[src/rtl/abp_pkg.sv]
package abp_pkg;

  typedef enum logic {
    OWN_INT = 1'b0,
    OWN_EXT = 1'b1
  } owner_e;

  // Arbitration at a sampling point: external preferred, except that the
  // internal master is served after an external tenure when both ask.
  function automatic owner_e pick_owner(input logic ext_req,
                                        input logic int_req,
                                        input owner_e last);
    if (ext_req && !(int_req && last == OWN_EXT)) return OWN_EXT;
    return OWN_INT;
  endfunction

  // The data bus can take a new tenure when idle or freed this cycle.
  function automatic logic data_slot_free(input logic dbusy, input logic ddone);
    return !dbusy || ddone;
  endfunction

endpackage

[src/rtl/abp_tenure.sv]
module abp_tenure
  import abp_pkg::*;
(
  input  logic   clk,
  input  logic   rst_n,
  input  logic   ts_i,
  input  logic   ddone_i,
  input  owner_e gnt_owner_i,
  output logic   abb_o,
  output logic   aack_o,
  output owner_e aown_o,
  output logic   dbusy_o,
  output owner_e down_o
);

  logic   abb_q, aack_q, dbusy_q;
  owner_e aown_q, down_q;

  // named internal events
  logic ts_take;
  logic aack_fire;

  assign ts_take   = ts_i && !abb_q;
  assign aack_fire = abb_q && !aack_q && data_slot_free(dbusy_q, ddone_i);

  always_ff @(posedge clk or negedge rst_n) begin
    if (!rst_n) begin
      abb_q   <= 1'b0;
      aack_q  <= 1'b0;
      dbusy_q <= 1'b0;
      aown_q  <= OWN_INT;
      down_q  <= OWN_INT;
    end else begin
      aack_q <= aack_fire;
      if (aack_q) begin
        abb_q <= 1'b0;
      end else if (ts_take) begin
        abb_q  <= 1'b1;
        aown_q <= gnt_owner_i;
      end
      if (aack_fire) begin
        dbusy_q <= 1'b1;
        down_q  <= aown_q;
      end else if (ddone_i) begin
        dbusy_q <= 1'b0;
      end
    end
  end

  assign abb_o   = abb_q;
  assign aack_o  = aack_q;
  assign aown_o  = aown_q;
  assign dbusy_o = dbusy_q;
  assign down_o  = down_q;


  aack_pulse_chk: assert property (@(posedge clk) disable iff (!rst_n)
    aack_q |=> !aack_q);


  abb_hold_chk: assert property (@(posedge clk) disable iff (!rst_n)
    (abb_q && !aack_q) |=> abb_q);


  abb_release_chk: assert property (@(posedge clk) disable iff (!rst_n)
    aack_q |=> !abb_q);


  aack_wait_chk: assert property (@(posedge clk) disable iff (!rst_n)
    ($rose(aack_q) && $past(dbusy_q)) |-> $past(ddone_i));


  data_start_chk: assert property (@(posedge clk) disable iff (!rst_n)
    aack_q |-> (dbusy_q && down_q == aown_q));


  stray_done_chk: assert property (@(posedge clk) disable iff (!rst_n)
    (!dbusy_q && !aack_fire) |=> !dbusy_q);

endmodule

[src/rtl/abp_grant.sv]
module abp_grant
  import abp_pkg::*;
(
  input  logic   clk,
  input  logic   rst_n,
  input  logic   ext_req_i,
  input  logic   int_req_i,
  input  logic   abb_i,
  input  logic   aack_i,
  input  owner_e aown_i,
  output logic   int_gnt_o,
  output logic   ext_gnt_o,
  output owner_e owner_o
);

  logic int_gnt_q, ext_gnt_q;

  // named internal events
  logic hold_phase;   // tenure open, not at the sampling point
  logic early_hand;   // external request during an internal tenure
  logic ext_nxt;

  assign hold_phase = abb_i && !aack_i;
  assign early_hand = ext_req_i && aown_i == OWN_INT;

  always_comb begin
    if (hold_phase) ext_nxt = ext_gnt_q || early_hand;
    else            ext_nxt = (pick_owner(ext_req_i, int_req_i, aown_i) == OWN_EXT);
  end

  always_ff @(posedge clk or negedge rst_n) begin
    if (!rst_n) begin
      int_gnt_q <= 1'b1;
      ext_gnt_q <= 1'b0;
    end else begin
      int_gnt_q <= !ext_nxt;
      ext_gnt_q <= ext_nxt;
    end
  end

  assign int_gnt_o = int_gnt_q;
  assign ext_gnt_o = ext_gnt_q;
  assign owner_o   = ext_gnt_q ? OWN_EXT : OWN_INT;


  one_grant_chk: assert property (@(posedge clk) disable iff (!rst_n)
    $onehot({int_gnt_q, ext_gnt_q}));


  early_handoff_chk: assert property (@(posedge clk) disable iff (!rst_n)
    (abb_i && !aack_i && aown_i == OWN_INT && ext_req_i) |=> ext_gnt_q);


  park_return_chk: assert property (@(posedge clk) disable iff (!rst_n)
    (aack_i && !ext_req_i) |=> int_gnt_q);


  grant_hold_chk: assert property (@(posedge clk) disable iff (!rst_n)
    (abb_i && !aack_i && ext_gnt_q) |=> ext_gnt_q);

endmodule

[src/rtl/abus_park_arbiter.sv]
module abus_park_arbiter
  import abp_pkg::*;
(
  input  logic clk,
  input  logic rst_n,
  input  logic int_req_i,
  input  logic ext_req_i,
  input  logic ts_i,
  input  logic ddone_i,
  output logic int_gnt_o,
  output logic ext_gnt_o,
  output logic abb_o,
  output logic aack_o,
  output logic dbusy_o,
  output logic downer_o
);

  owner_e gnt_owner;
  owner_e aown;
  owner_e down;
  logic   abb, aack;

  abp_tenure u_tenure (
    .clk        (clk),
    .rst_n      (rst_n),
    .ts_i       (ts_i),
    .ddone_i    (ddone_i),
    .gnt_owner_i(gnt_owner),
    .abb_o      (abb),
    .aack_o     (aack),
    .aown_o     (aown),
    .dbusy_o    (dbusy_o),
    .down_o     (down)
  );

  abp_grant u_grant (
    .clk      (clk),
    .rst_n    (rst_n),
    .ext_req_i(ext_req_i),
    .int_req_i(int_req_i),
    .abb_i    (abb),
    .aack_i   (aack),
    .aown_i   (aown),
    .int_gnt_o(int_gnt_o),
    .ext_gnt_o(ext_gnt_o),
    .owner_o  (gnt_owner)
  );

  assign abb_o    = abb;
  assign aack_o   = aack;
  assign downer_o = (down == OWN_EXT);


  cancel_park_chk: assert property (@(posedge clk) disable iff (!rst_n)
    (!abb && !ext_req_i) |=> int_gnt_o);

endmodule

[config.mk]
export PLATFORM = sky130hd
export DESIGN_NAME = abus_park_arbiter
export DESIGN_NICKNAME = d
export VERILOG_FILES = /design/src/rtl/abp_pkg.sv /design/src/rtl/abp_tenure.sv /design/src/rtl/abp_grant.sv /design/src/rtl/abus_park_arbiter.sv
export SDC_FILE = /design/constraint.sdc
export NUM_CORES = 1
export LEC_CHECK = 0
export ABC_CLOCK_PERIOD_IN_PS = 2700
export BUFFER_PORTS_ARGS = -buffer_cell sky130_fd_sc_hd__buf_2
export CAP_MARGIN = 0
export CORE_AREA = 2 2 39 41
export CTS_BUF_LIST = sky130_fd_sc_hd__clkbuf_8
export DETAILED_ROUTE_END_ITERATION = 6
export DIE_AREA = 0 0 41 43
export GPL_ROUTABILITY_DRIVEN = 1
export SLEW_MARGIN = 25
export SYNTH_ARGS = -nofsm -noshare
export SYNTH_HDL_FRONTEND = slang
export SYNTH_SLANG_ARGS = --single-unit
[constraint.sdc]
create_clock -name clk -period 2.7 [get_ports clk]
set_input_delay 0.54 -clock clk [delete_from_list [all_inputs] [get_ports clk]]
set_output_delay 0.54 -clock clk [all_outputs]
set_load 0.01 [all_outputs]
==> flow_summary_export.csv <==
group,metric,value,unit
drt,drt_wl_total,502,microns
drt,route.detailed.wl_per_inst,9.65,microns
finish,num_antenna_cells,0,
floorplanning,core_area,0.00138,sq mm
worst_setup_path,critPathCaptureType,"output port",
floorplanning,fp.dieW,41,microns
global_route,number_of_antenna_violations_at_the_first_check_in_global_routing,0,
drt,antenna_violating_nets_post_route,0,
sta,finalHoldViolCount,0,
worst_setup_path,crit-reg2reg-capture,"u_tenure.down_o$_DFFE_PN0P_",
placed_design,finalWeightedCongestion,0.659,
drt,wl_met2,181,microns
clock_tree,cts_setup_buffers,0,
worst_setup_path,reg2reg_slack,1.54,ns
global_route,grt_pass1_vias,196,
finish,fillCellCount,151,
drt,detail_route.vias_per_cell,4.04,
finish,layout_common_cells,"buf_2, dfrtp_1, nor2_1, clkbuf_8",
finish,layout_commonest_cell,"buf_2",
sta,fin_setup_tns,0,ns
drt,wl_met3,73,microns
clock_tree,cts-buffers-inserted,3,
power,clkPwrFrac,0.270,
synthesis,synth_cell_type_count,13,
worst_setup_path,worstPathCellList,"buf_2",
placed_design,place_hpwl,388,microns
global_route,grt_use_total,0.0839,
worst_setup_path,critical_path.max_stage_delay,0.50,ns
drt,top_layer_used,"met4",
clock_tree,cts.sinks,7,
finish,finish.net_count,43,
clock_tree,cts_tree,"done",
clock_tree,htree_num_levels,1,
clock_tree,clk_transition_reported_paths,0.04,ns
sta,clock.fmax,722,MHz
sta,holdWs,0.138,ns
synthesis,postSynthRegisterBits,7,
power,post-layout-total-power,0.000528,W
worst_setup_path,crit_required,2.16,ns
floorplanning,std_cell_rows,14,
finish,final_cell_area,398,sq um
finish,layout_cells_sized_above_1,0.556,
clock_tree,clockRootBuffer,"clkbuf_8",
worst_setup_path,worst-setup-path-type,"reg2out",
sta,tightest_slew,0.216,ns
sta,timing.max_slew.rel_slack,0.854,
floorplanning,start_util,0.201,
placed_design,postPlaceCellArea,353,sq um
floorplanning,boundaryPins,12,
power,power.ir.vdd_worst,0.461,mV
sta,finalSetupViolCount,0,
synthesis,synth_area_per_cell,13.2,sq um
sta,setup_repair_after_global_routing_missed_its_margin,"false",
drt,met1_length,238,microns
power,internal_power,0.000364,W
power,netSwitchingPower,0.000164,W
synthesis,syn-instance-count,21,
finish,syn2layout_area_growth,43.2,%
clock_tree,clock_insertion_delay_worst_skew,0.23,ns
worst_setup_path,timing.critical_path.arrival,0.85,ns
clock_tree,ctsLongestPathBuffers,2,
synthesis,synth-seq-area-share,0.635,
worst_setup_path,timing.rr.start,"u_tenure.abb_o$_DFFE_PN0P_",
drt,route.vias.total,210,
synthesis,synthesis.nets,27,
status,run_status,"finished, final reports clean",
floorplanning,die-area,0.00176,sq mm
worst_setup_path,crit_path_start_kind,"flip-flop",
hold_path,min_path_type,"in2async",
clock_tree,cts-hold-fix-buffers,0,
worst_setup_path,worst_path_max_fanout,1,
placed_design,portBuffers,11,
synthesis,syn-cell-area,278,sq um
run,cap_violations,0,
power,power-per-cell-area,1330,mW/mm^2
floorplanning,die_h,43,microns
synthesis,synth_warnings,0,
synthesis,synth_top_family_by_area,"simple AND/OR/NAND/NOR gates",
sta,final_max_slew_viols,0,
synthesis,synth_area_in_compound_gates,0.0991,
worst_setup_path,r2r.worst_path.cells,3,
drt,first_pass_iters,4,
global_route,grt_pass1_wl,841,microns
clock_tree,cts.repair.resized,0,
worst_setup_path,critPathSlowestCell,"dfstp_2",
synthesis,simple_logic_cell_fraction_of_the_synthesized_area,0.158,
drt,drtIter0Drc,4,
worst_setup_path,critical_path.top_delay_family,"flip-flops",
power,combinationalPowerShare,0.340,
power,cellLeakagePower,0.203,nW
global_route,globalRouteOverflowTotal,0,
synthesis,mux_contribution_to_synthesized_area,0.0946,
finish,finish.utilization,0.288,
sta,fin_skew,0.00211,ns
sta,min_period_over_period,0.513,
worst_setup_path,cp.buffers_inverters,1,
drt,drt_drc_violations_left,0,
synthesis,yosys.area_share.adder,0,
power,seq_power_share,0.389,
power,switching_share,0.311,
global_route,grt_start_max_net_pins,8,
synthesis,yosys.area_share.xor_xnor,0,
sta,finalWorstPathRequiredPeriod,1.39,ns
==> cell type report <==
cell class,instances,area [sq um],share of cell area
clock buffers,3,41.3,0.104
well taps,16,20.0,0.0503
multi-input cells,13,97.6,0.245
clock inverters,1,3.75,0.00943
repair buffers,11,55.1,0.138
flip-flops and latches,7,176,0.443
inverters,1,3.75,0.00943
==> worst register-to-register path, stage by stage (launching register included) <==
cell and delay, ns:
dfrtp_1 0.40, nor2b_4 0.20, and2_4 0.16, mux2_4 0.28
==> per-layer routing <==
| metal | up-vias | global-route usage |
|---|---|---|
| met1 | 93 | 0.0987 |
| li1 | 100 | - |
| met3 | 2 | 0.0942 |
| met5 | - | 0 |
| met4 | 0 | 0.0600 |
| met2 | 15 | 0.0813 |
==> cell usage after synthesis <==
cell type	number	area, sq um
nand2_1	1	3.75
dfrtp_1	6	150
inv_1	1	3.75
a22oi_1	1	7.51
a22o_2	1	10.0
mux2_2	1	11.3
o21ai_0	2	10.0
dfstp_2	1	26.3
and2_4	1	8.76
nor2b_4	1	13.8
nor2_1	3	11.3
mux2_4	1	15.0
nand2b_1	1	6.26
==> cell families after synthesis <==
logic type | Yosys count
mux | 2
simple gates | 7
flops | 7
buf+inv | 1
compound gates | 4
==> per-stage QoR <==
step	instances	setup slack (ns)
finish	52	1.31
global route	52	1.27
CTS	52	1.30
detailed placement	48	1.38
global placement	48	1.38
floorplan	21	1.49
==> registers in the layout (all words and copies together) (netlist names) <==
name and cells:
u_grant.ext_gnt_o 1, u_tenure.abb_o 1, u_grant.int_gnt_o 1, u_tenure.dbusy_o 1, u_tenure.down_o 1, u_tenure.aack_o 1
u_tenure.aown_o 1
==> worst max-delay path by stage <==
stage,from,to,cells past startpoint
after floorplan,ddone_i,u_tenure.down_o$_DFFE_PN0P_,3
after global placement,ddone_i,u_tenure.down_o$_DFFE_PN0P_,4
after detailed placement,ddone_i,u_tenure.down_o$_DFFE_PN0P_,4
after CTS,u_grant.int_gnt_o$_DFF_PN1_,int_gnt_o,1
after global routing,u_tenure.aack_o$_DFF_PN0_,aack_o,1
final,u_grant.int_gnt_o$_DFF_PN1_,int_gnt_o,1
==> power by group through the flow <==
stage	clock network, W	registers (W)	logic, W
3_5_place_dp	0	0.000208	0.000182
3_3_place_gp	0	0.000206	0.000182
4_1_cts	0.000151	0.000207	0.000183
6_report	0.000143	0.000206	0.000180
5_1_grt	0.000162	0.000214	0.000204
2_1_floorplan	0	0.000224	0.0000990
No activity file was read; power rests on OpenSTA's default activity.
